**config.mk**
```make
export PLATFORM = sky130hd
export DESIGN_NAME = route_sel
export DESIGN_NICKNAME = d
export VERILOG_FILES = /design/src/rtl/route_sel_pkg.sv /design/src/rtl/route_sel_decode.sv /design/src/rtl/route_sel_reach.sv /design/src/rtl/route_sel_decide.sv /design/src/rtl/route_sel.sv
export SDC_FILE = /design/constraint.sdc
export NUM_CORES = 1
export LEC_CHECK = 0
export CAP_MARGIN = 20
export CORE_MARGIN = 4
export CORE_UTILIZATION = 48
export DETAILED_ROUTE_END_ITERATION = 8
export PLACE_DENSITY = 0.82
export RECOVER_POWER = 50
export SYNTH_ARGS = -nofsm -noshare
export SYNTH_HDL_FRONTEND = slang
export SYNTH_HIERARCHICAL = 1
export SYNTH_SLANG_ARGS = --single-unit
```
**constraint.sdc**
```tcl
create_clock -name clk -period 3.1 [get_ports clk]
set_clock_uncertainty 0.1 [all_clocks]
set_input_delay 0.31 -clock clk [delete_from_list [all_inputs] [get_ports clk]]
set_output_delay 0.31 -clock clk [all_outputs]
set_load 0.1 [all_outputs]
```
**src/rtl/route_sel_pkg.sv**
```systemverilog
package route_sel_pkg;

    localparam int GRID_W = 6;
    localparam int CHIP_W = 6;
    localparam int RACK_W = 8;

    // request flag bit positions
    localparam int FL_WRITE = 0;
    localparam int FL_READ  = 2;
    localparam int FL_NOC1  = 9;

    // response flag bit positions
    localparam int RS_WACK    = 1;
    localparam int RS_RDATA   = 3;
    localparam int RS_UNREACH = 31;

    typedef enum logic [2:0] {
        RT_LOCAL   = 3'd0,
        RT_NOC0    = 3'd1,
        RT_NOC1    = 3'd2,
        RT_LINK    = 3'd3,
        RT_UNREACH = 3'd4,
        RT_REJECT  = 3'd5
    } route_e;

    typedef enum logic [1:0] {
        OP_BAD   = 2'd0,
        OP_WRITE = 2'd1,
        OP_READ  = 2'd2
    } op_e;

    typedef struct packed {
        logic [GRID_W-1:0] gx;
        logic [GRID_W-1:0] gy;
        logic [CHIP_W-1:0] cx;
        logic [CHIP_W-1:0] cy;
        logic [RACK_W-1:0] rack;
        logic [RACK_W-1:0] shelf;
    } coord_t;

    function automatic coord_t unpack_coord(input logic [15:0] grid,
                                            input logic [15:0] chip,
                                            input logic [15:0] rk);
        coord_t c;
        c.gx    = grid[9:4];
        c.gy    = grid[15:10];
        c.cx    = chip[5:0];
        c.cy    = chip[11:6];
        c.rack  = rk[7:0];
        c.shelf = rk[15:8];
        return c;
    endfunction

    function automatic op_e classify_op(input logic [31:0] flags);
        case ({flags[FL_READ], flags[FL_WRITE]})
            2'b01:   return OP_WRITE;
            2'b10:   return OP_READ;
            default: return OP_BAD;
        endcase
    endfunction

    function automatic logic [31:0] unreach_word(input op_e op);
        logic [31:0] w;
        w = '0;
        w[RS_UNREACH] = 1'b1;
        if (op == OP_READ)  w[RS_RDATA] = 1'b1;
        if (op == OP_WRITE) w[RS_WACK]  = 1'b1;
        return w;
    endfunction

endpackage

```
**src/rtl/route_sel_decode.sv**
```systemverilog
module route_sel_decode
    import route_sel_pkg::*;
(
    input  logic [31:0] flags,
    input  logic [15:0] grid,
    input  logic [15:0] chip,
    input  logic [15:0] rk,
    output coord_t      tgt,
    output op_e         op,
    output logic        use_noc1
);
    logic unused_bits;

    assign tgt      = unpack_coord(grid, chip, rk);
    assign op       = classify_op(flags);
    assign use_noc1 = flags[FL_NOC1];
    assign unused_bits = ^{grid[3:0], chip[15:12], flags};
endmodule

```
**src/rtl/route_sel_reach.sv**
```systemverilog
module route_sel_reach #(
    parameter int NUM_PORTS = 4,
    parameter int CHIP_XS   = 4,
    parameter int CHIP_YS   = 4,
    localparam int SLOTS    = CHIP_XS * CHIP_YS,
    localparam int PORT_W   = (NUM_PORTS > 1) ? $clog2(NUM_PORTS) : 1,
    localparam int SLOT_W   = (SLOTS > 1) ? $clog2(SLOTS) : 1
) (
    input  logic              clk,
    input  logic              rst,
    input  logic              cfg_we,
    input  logic [PORT_W-1:0] cfg_port,
    input  logic [SLOTS-1:0]  cfg_reach,
    input  logic [5:0]        look_x,
    input  logic [5:0]        look_y,
    output logic              hit,
    output logic [PORT_W-1:0] hit_port
);
    logic [SLOTS-1:0]     rows [NUM_PORTS];
    logic [NUM_PORTS-1:0] col;
    logic                 in_range;
    logic [SLOT_W-1:0]    slot;

    assign in_range = (int'(look_x) < CHIP_XS) && (int'(look_y) < CHIP_YS);

    always_comb begin
        int s;
        s = int'(look_y) * CHIP_XS + int'(look_x);
        slot = in_range ? SLOT_W'(s) : '0;
    end

    generate
        for (genvar p = 0; p < NUM_PORTS; p++) begin : g_row
            always_ff @(posedge clk) begin
                if (rst)
                    rows[p] <= '0;
                else if (cfg_we && int'(cfg_port) == p)
                    rows[p] <= cfg_reach;
            end
            assign col[p] = in_range && rows[p][slot];
        end
    endgenerate

    always_comb begin
        hit      = |col;
        hit_port = '0;
        for (int p = NUM_PORTS - 1; p >= 0; p--) begin
            if (col[p]) hit_port = PORT_W'(p);
        end
    end
endmodule

```
**src/rtl/route_sel_decide.sv**
```systemverilog
module route_sel_decide
    import route_sel_pkg::*;
#(
    parameter int PORT_W = 2
) (
    input  coord_t            tgt,
    input  coord_t            own,
    input  op_e               op,
    input  logic              use_noc1,
    input  logic              hit,
    input  logic [PORT_W-1:0] hit_port,
    output route_e            route,
    output logic [PORT_W-1:0] port,
    output logic [31:0]       flags,
    output logic              rack_ok
);
    logic grid_eq;
    logic chip_eq;

    assign grid_eq = (tgt.gx == own.gx) && (tgt.gy == own.gy);
    assign chip_eq = (tgt.cx == own.cx) && (tgt.cy == own.cy);
    assign rack_ok = (tgt.rack == own.rack) && (tgt.shelf == own.shelf);

    always_comb begin
        route = RT_LOCAL;
        port  = '0;
        flags = '0;
        if (op == OP_BAD) begin
            route = RT_REJECT;
            flags[RS_UNREACH] = 1'b1;
        end else if (rack_ok && chip_eq) begin
            if (grid_eq)       route = RT_LOCAL;
            else if (use_noc1) route = RT_NOC1;
            else               route = RT_NOC0;
        end else if (rack_ok && hit) begin
            route = RT_LINK;
            port  = hit_port;
        end else begin
            route = RT_UNREACH;
            flags = unreach_word(op);
        end
    end
endmodule

```
**src/rtl/route_sel.sv**
```systemverilog
module route_sel
    import route_sel_pkg::*;
#(
    parameter int NUM_PORTS = 4,
    parameter int CHIP_XS   = 4,
    parameter int CHIP_YS   = 4,
    localparam int SLOTS    = CHIP_XS * CHIP_YS,
    localparam int PORT_W   = (NUM_PORTS > 1) ? $clog2(NUM_PORTS) : 1
) (
    input  logic              clk,
    input  logic              rst,
    input  logic [5:0]        own_grid_x,
    input  logic [5:0]        own_grid_y,
    input  logic [5:0]        own_chip_x,
    input  logic [5:0]        own_chip_y,
    input  logic [7:0]        own_rack,
    input  logic [7:0]        own_shelf,
    input  logic              cfg_we,
    input  logic [PORT_W-1:0] cfg_port,
    input  logic [SLOTS-1:0]  cfg_reach,
    input  logic              req_valid,
    input  logic [31:0]       req_flags,
    input  logic [15:0]       req_grid,
    input  logic [15:0]       req_chip,
    input  logic [15:0]       req_rack,
    output logic              rsp_valid,
    output logic [2:0]        route_code,
    output logic [PORT_W-1:0] port_idx,
    output logic [31:0]       rsp_flags
);
    coord_t            tgt;
    coord_t            own;
    op_e               op;
    logic              use_noc1;
    logic              hit;
    logic [PORT_W-1:0] hit_port;
    route_e            route_nx;
    logic [PORT_W-1:0] port_nx;
    logic [31:0]       flags_nx;
    logic              rack_ok_unused;

    assign own = '{gx: own_grid_x, gy: own_grid_y, cx: own_chip_x,
                   cy: own_chip_y, rack: own_rack, shelf: own_shelf};

    route_sel_decode u_decode (
        .flags    (req_flags),
        .grid     (req_grid),
        .chip     (req_chip),
        .rk       (req_rack),
        .tgt      (tgt),
        .op       (op),
        .use_noc1 (use_noc1)
    );

    route_sel_reach #(
        .NUM_PORTS (NUM_PORTS),
        .CHIP_XS   (CHIP_XS),
        .CHIP_YS   (CHIP_YS)
    ) u_reach (
        .clk       (clk),
        .rst       (rst),
        .cfg_we    (cfg_we),
        .cfg_port  (cfg_port),
        .cfg_reach (cfg_reach),
        .look_x    (tgt.cx),
        .look_y    (tgt.cy),
        .hit       (hit),
        .hit_port  (hit_port)
    );

    route_sel_decide #(
        .PORT_W (PORT_W)
    ) u_decide (
        .tgt      (tgt),
        .own      (own),
        .op       (op),
        .use_noc1 (use_noc1),
        .hit      (hit),
        .hit_port (hit_port),
        .route    (route_nx),
        .port     (port_nx),
        .flags    (flags_nx),
        .rack_ok  (rack_ok_unused)
    );

    always_ff @(posedge clk) begin
        if (rst) begin
            rsp_valid  <= 1'b0;
            route_code <= '0;
            port_idx   <= '0;
            rsp_flags  <= '0;
        end else begin
            rsp_valid <= req_valid;
            if (req_valid) begin
                route_code <= route_nx;
                port_idx   <= port_nx;
                rsp_flags  <= flags_nx;
            end
        end
    end
endmodule

```
==> results of run 1 <==
## registers in the layout (all words and copies together), names as in the netlist
| register | flops |
|---|---|
| port_idx | 2 |
| route_code | 3 |
| rsp_flags | 32 |
| rsp_valid | 1 |
| u_reach/rows | 64 |
## worst register-to-register path, delay by kind of cell (launching register included)
kind | cells | cell delay (ps)
DFF | 1 | 360
AOI/OAI and AO/OA | 3 | 520
and+or+nand+nor | 5 | 910
muxes | 2 | 590
## cell usage after synthesis (7+ instances only)
library cell	number	area, um2
buf_4	73	548
nand4_1	10	62.6
edfxtp_1	64	1920
mux2i_1	44	440
inv_1	7	26.3
xor2_1	12	105
dfxtp_1	38	761
mux4_2	8	180
and2_1	64	400
xnor2_1	30	263
nand2_1	7	26.3
nor2_1	43	161
## power breakdown
part / internal, mW / total [mW] / switching (mW)
Combinational: 0.285 / 0.688 / 0.403
Clock: 0.610 / 1.06 / 0.449
Sequential: 1.53 / 1.57 / 0.0319
## worst max path at each step
stage	start	end	cells past startpoint
global route	req_chip[2]	rsp_flags[3]	12
finish	req_chip[2]	port_idx[0]	12
global placement	req_chip[6]	rsp_flags[3]	12
floorplan	req_chip[2]	route_code[2]	13
detailed placement	req_chip[6]	port_idx[0]	12
CTS	req_chip[6]	rsp_flags[3]	12
## cell type report
class	count	area [um2]	area share, %
Multi-Input combinational cell	317	2350	33.7
Tap cell	143	179	2.56
Clock buffer	12	268	3.83
Timing Repair Buffer	163	1450	20.8
Sequential cell	102	2680	38.4
Clock inverter	4	20.0	0.287
Inverter	8	30.0	0.430
## stage by stage
step	power (mW)	TNS, ps	hold WS, ps	setup WS [ps]
after global placement	2.27	-26.5	374	-26.5
after detailed placement	2.30	-200	382	-58.0
final	3.31	0	394	201
after global routing	3.46	0	429	62.3
after floorplan	2.09	0	408	583
after CTS	3.36	0	400	263
## per-layer routing
metal / routed length, um / GRT usage, % / share of wire [%]
met1: 4580 / 20.0 / 38
met3: 1180 / 4.66 / 9.7
met4: 121 / 5.89 / 1.0
met5: 0 / 0 / 0
met2: 6240 / 32.2 / 51
## cell families (layout without fill, tap and decap cells)
group | after synthesis | count (layout) | share of synthesized area, %
AO/OA/AOI/OAI | 36 | 36 | 4.98
buffers and inverters | 99 | 187 | 12.8
flip-flops | 102 | 102 | 47.4
AND/OR/NAND/NOR | 155 | 155 | 16.1
XOR/XNOR | 42 | 42 | 6.50
other | 1 | 29 | 0.0663
adder cells (fa/ha/maj) | 1 | 1 | 0.221
multiplexers | 54 | 54 | 11.9
==> impl_metrics.json, run 1 <==
{
  "run_status": "finished, violations left",
  "violations": "capacitance limit, slew limit",
  "ios": 180,
  "dieArea_mm2": 0.0136,
  "worstPathArrival_ps": 3060,
  "globalRouteOverflowTotal": 0,
  "grt_usage_pct": 17.7,
  "dr_total_vias": 3768,
  "path_class": "input port to flop",
  "fill_cells": 936,
  "cts.path.max_buffers": 2,
  "synth_warnings": 6,
  "dp_hpwl_um": 9180,
  "cts_root_buf": "clkbuf_16",
  "min_to": "rsp_flags[15]",
  "insertion_delay_ps": 330,
  "design_area_mm2": 0.00698,
  "cp.required_ps": 3260,
  "drc": 0,
  "cts_buffers": 9,
  "dp.cells": 733,
  "worstHoldPathType": "flop to flop",
  "cts_resized": 0,
  "drv_slew": 39,
  "die_h_um": 117,
  "drt_iter0_markers": 224,
  "reg2reg_from": "u_reach/rows[3][7]",
  "layout_common_cells": "clkdlybuf4s50_1, edfxtp_1, and2_1, mux2i_1, nor2_1",
  "hold_depth": 2,
  "synth-edff-count": 64,
  "start_kind": "input port",
  "syn_to_final_growth_pct": 23.5,
  "syn_inst": 490,
  "max-slew-margin-rel_pct": -70.5,
  "worstPathBufferInverterCount": 1,
  "place.gp.congestion": 0.796,
  "syn_avg_cell_area_um2": 11.5,
  "fmax_ghz": 0.345,
  "cts_sinks": 102,
  "cp_top_family": "simple AND/OR/NAND/NOR gates",
  "placed_cell_area_mm2": 0.00679,
  "post_drt_via_cell_ratio": 5.03,
  "fin_crit_sh_pct": 93.5,
  "hold_viol": 0,
  "synth_ff_type": "edfxtp_1",
  "grt_pass1_vias": 3907,
  "cpPeakStageDelay_ps": 550,
  "wl_per_cell_um": 16.2,
  "crit_chain": "clkdlybuf4s50_1 > ha_1 > xnor2_1 > xnor2_1 > a21oi_1 > a221oi_1 > nor2_1 > nand2_1 > and4bb_2 > and2_2 > mux2i_1 > nor2_1",
  "end_kind": "flop",
  "core_area_mm2": 0.0115,
  "p_leak_nw": 2.68,
  "clk_pin_slew_ps": 60,
  "grt_pass1_wl_um": 18500,
  "rsz0062_at_grt": "no",
  "fin_cells": 749,
  "layout_commonest_cell": "clkdlybuf4s50_1",
  "ant_nets": 0,
  "synth_cell_type_count": 54,
  "cts_setup_buffers": 0,
  "ir_worst_vdd_v": 0.000306,
  "postCtsHoldBufs": 0,
  "start_util_pct": 49.3,
  "yosysSeqAreaShare_pct": 47.4,
  "cts_tree": "built",
  "n_antenna_cell": 0,
  "drive_gt1_share_pct": 8.91,
  "synthArstFlopShare_pct": 0,
  "nets": 744,
  "tightest_slew_ps": 2560,
  "numPortBuffers": 142,
  "syn-cell-area_mm2": 0.00566,
  "cp_max_fo": 7,
  "cts-htree-levels": 3,
  "min_period_ps": 2900,
  "first_pass_iters": 4,
  "min-delay-start": "rsp_flags[15]",
  "p_per_area_mw_per_mm2": 474,
  "rr_worst_depth": 10,
  "grt_start_max_net_pins": 39,
  "maxCapViolCount": 1,
  "worst_path_max_delay_cell": "xnor2_1",
  "rr_endpoint": "rsp_flags[3]",
  "wirelength_um": 12100,
  "num_rows": 39,
  "ff2ff_setup_slack_ps": 550,
  "finalSetupViolCount": 0,
  "ys_seq_elements": 102,
  "antenna_found_initial": 0,
  "die_w_um": 117,
  "final_core_util_pct": 60.9
}
No activity file was read; power rests on OpenSTA's default activity.
==> inputs of run 2 (changes only) <==
--- a/config.mk
+++ b/config.mk
@@ -7,4 +7,5 @@
 export LEC_CHECK = 0
 export CAP_MARGIN = 20
+export CORE_ASPECT_RATIO = 2
 export CORE_MARGIN = 4
 export CORE_UTILIZATION = 48
==> constraint.sdc (replaced) <==
create_clock -name clk -period 3.1 [get_ports clk]
set_clock_uncertainty 0.1 [all_clocks]
set_input_delay 0.62 -clock clk [delete_from_list [all_inputs] [get_ports clk]]
set_output_delay 0.62 -clock clk [all_outputs]
set_load 0.1 [all_outputs]
==> run 2 against run 1 <==
Against the previous run: clock power is 12% higher; worst hold slack improved by 3.3 ps; utilization up 1.0 points; register-to-register slack better by 140 ps; largest power group unchanged; the flow now finishes without violations; non-clock buffer count increased by 14; highest routed layer unchanged; via count grew 3.2%.
==> impl_metrics.json, run 2 (synthesized netlist as in run 1, its figures left out) <==
{
  "run_status": "finished, final reports clean",
  "drc": 0,
  "wl_per_cell_um": 16.9,
  "start_kind": "input port",
  "grt_pass1_wl_um": 19700,
  "end_kind": "flop",
  "swShare_pct": 27.1,
  "p_seq_share_pct": 45.4,
  "fin_crit_sh_pct": 96.3,
  "ir_worst_vdd_v": 0.000412,
  "p_clk_share_pct": 34.5,
  "p_switching_uw": 936,
  "dp.cells": 745,
  "core_area_mm2": 0.0114,
  "cp.required_ps": 3220,
  "dieArea_mm2": 0.0137,
  "drive_gt1_share_pct": 12.3,
  "fill_cells": 956,
  "start_util_pct": 49.5,
  "wirelength_um": 12900,
  "syn_to_final_growth_pct": 25.1,
  "cp_max_fo": 6,
  "cts_buffers": 9,
  "timing.final.ws_setup_ps": 116,
  "p_int_mw": 2.52,
  "largest-register": "u_reach/rows",
  "layout_common_cells": "clkdlybuf4s50_1, edfxtp_1, and2_1, mux2i_1, nor2_1",
  "n_antenna_cell": 0,
  "tns_ps": 0,
  "cts-htree-levels": 3,
  "layout_commonest_cell": "clkdlybuf4s50_1",
  "reg_top3": "u_reach/rows (64), rsp_flags (32), route_code (3)",
  "num_rows": 55,
  "antenna_found_initial": 0,
  "startpoint": "req_chip[0]",
  "numPortBuffers": 142,
  "cts_sinks": 102,
  "min-delay-start": "route_code[2]",
  "dr_total_vias": 3889,
  "pre_cts_ws_ps": -324,
  "place.gp.congestion": 0.842,
  "pwr-share-comb_pct": 20.2,
  "final_core_util_pct": 61.9,
  "maxCapViolCount": 0,
  "p_per_area_mw_per_mm2": 488,
  "grt_usage_pct": 18.6,
  "die_h_um": 162,
  "cts_root_buf": "clkbuf_16",
  "min_period_ps": 2980,
  "globalRouteOverflowTotal": 0,
  "insertion_delay_ps": 340,
  "fin_cells": 762,
  "p_leak_nw": 2.78,
  "hold_viol": 0,
  "ant_nets": 0,
  "tightest_slew_ps": 1200,
  "drt_iter0_markers": 135,
  "max-slew-margin-rel_pct": 20.1,
  "worstPathArrival_ps": 3100,
  "grt_start_max_net_pins": 39,
  "clk_pin_slew_ps": 60,
  "grt_pass1_vias": 4095,
  "cts_tree": "built",
  "path_class": "input port to flop",
  "dp_hpwl_um": 10200,
  "ios": 180,
  "reg2reg_from": "u_reach/rows[3][7]",
  "first_pass_iters": 5,
  "largest_reg_flops": 64,
  "post_drt_via_cell_ratio": 5.10,
  "die_w_um": 84.8,
  "nets": 758,
  "finalSetupViolCount": 0,
  "drv_slew": 0,
  "cts.path.max_buffers": 2,
  "worstHoldPathType": "flop to flop",
  "fmax_ghz": 0.335
}
-- run 2: cell count changes in the layout (fill, tap and decap cells not counted), moves of 2 or more --
cell | previous run | this run
buf_6 | 0 | 2
and2_1 | 46 | 61
clkinv_2 | 4 | 0
clkdlybuf4s50_1 | 118 | 98
clkinv_4 | 0 | 2
buf_4 | 15 | 29
clkbuf_1 | 27 | 41
and2_0 | 18 | 3
dlymetal6s2s_1 | 0 | 4
-- run 2: area by class of cell --
| class | count | area, um2 | share of cell area (%) |
|---|---|---|---|
| tap | 142 | 178 | 2.51 |
| timing repair buffer | 177 | 1460 | 20.6 |
| clock inverter | 5 | 67.6 | 0.955 |
| inverter | 8 | 30.0 | 0.424 |
| clock buffer | 11 | 264 | 3.73 |
| sequential | 102 | 2680 | 37.9 |
| multi-input combinational | 317 | 2390 | 33.8 |
-- run 2: worst max-delay path, cell delays in order --
cell and delay, ps:
clkdlybuf4s50_1 480, buf_6 150, mux4_2 510, and2_4 190
a211oi_2 220, a311oi_2 80, nor2_1 160, nand2_1 110
and4bb_2 230, and2_2 180, mux2i_1 120, nor2_1 50
-- run 2: stage by stage --
step	power, mW	hold WS (ps)	area, um2
CTS	3.49	407	7160
finish	3.45	398	7080
global route	3.58	425	7080
global placement	2.28	375	6830
detailed placement	2.31	391	6830
floorplan	2.09	718	5760
-- run 2: final timing paths --
check / slack [ps] / cells past startpoint / endpoint
hold reg to reg: 400 / 2 / route_code[2]
setup reg to reg: 690 / 10 / port_idx[1]
setup / recovery: 120 / 12 / port_idx[1]
hold / removal: 400 / 2 / route_code[2]
-- run 2: power by group through the flow --
stage	Sequential, mW	Combinational, mW	Clock, mW
2_1_floorplan	1.78	0.318	0
3_3_place_gp	1.59	0.694	0
3_5_place_dp	1.60	0.711	0
4_1_cts	1.57	0.714	1.21
5_1_grt	1.57	0.735	1.27
6_report	1.57	0.697	1.19
-- run 2: per-layer routing --
metal	track usage [%]	up-vias	routed length, um	part of all wire, %
li1	-	1876	-	-
met5	0	-	0	0
met3	3.83	36	607	4.7
met2	37.1	150	7490	58
met1	16.6	1827	4300	33
met4	9.87	0	505	3.9
-- run 2: repair_timing --
item | in CTS | in global routing
buffers inserted | 0 | 1
setup endpoints to repair | 0 | 7
gates resized for setup | 0 | 13
hold buffers | 0 | 0
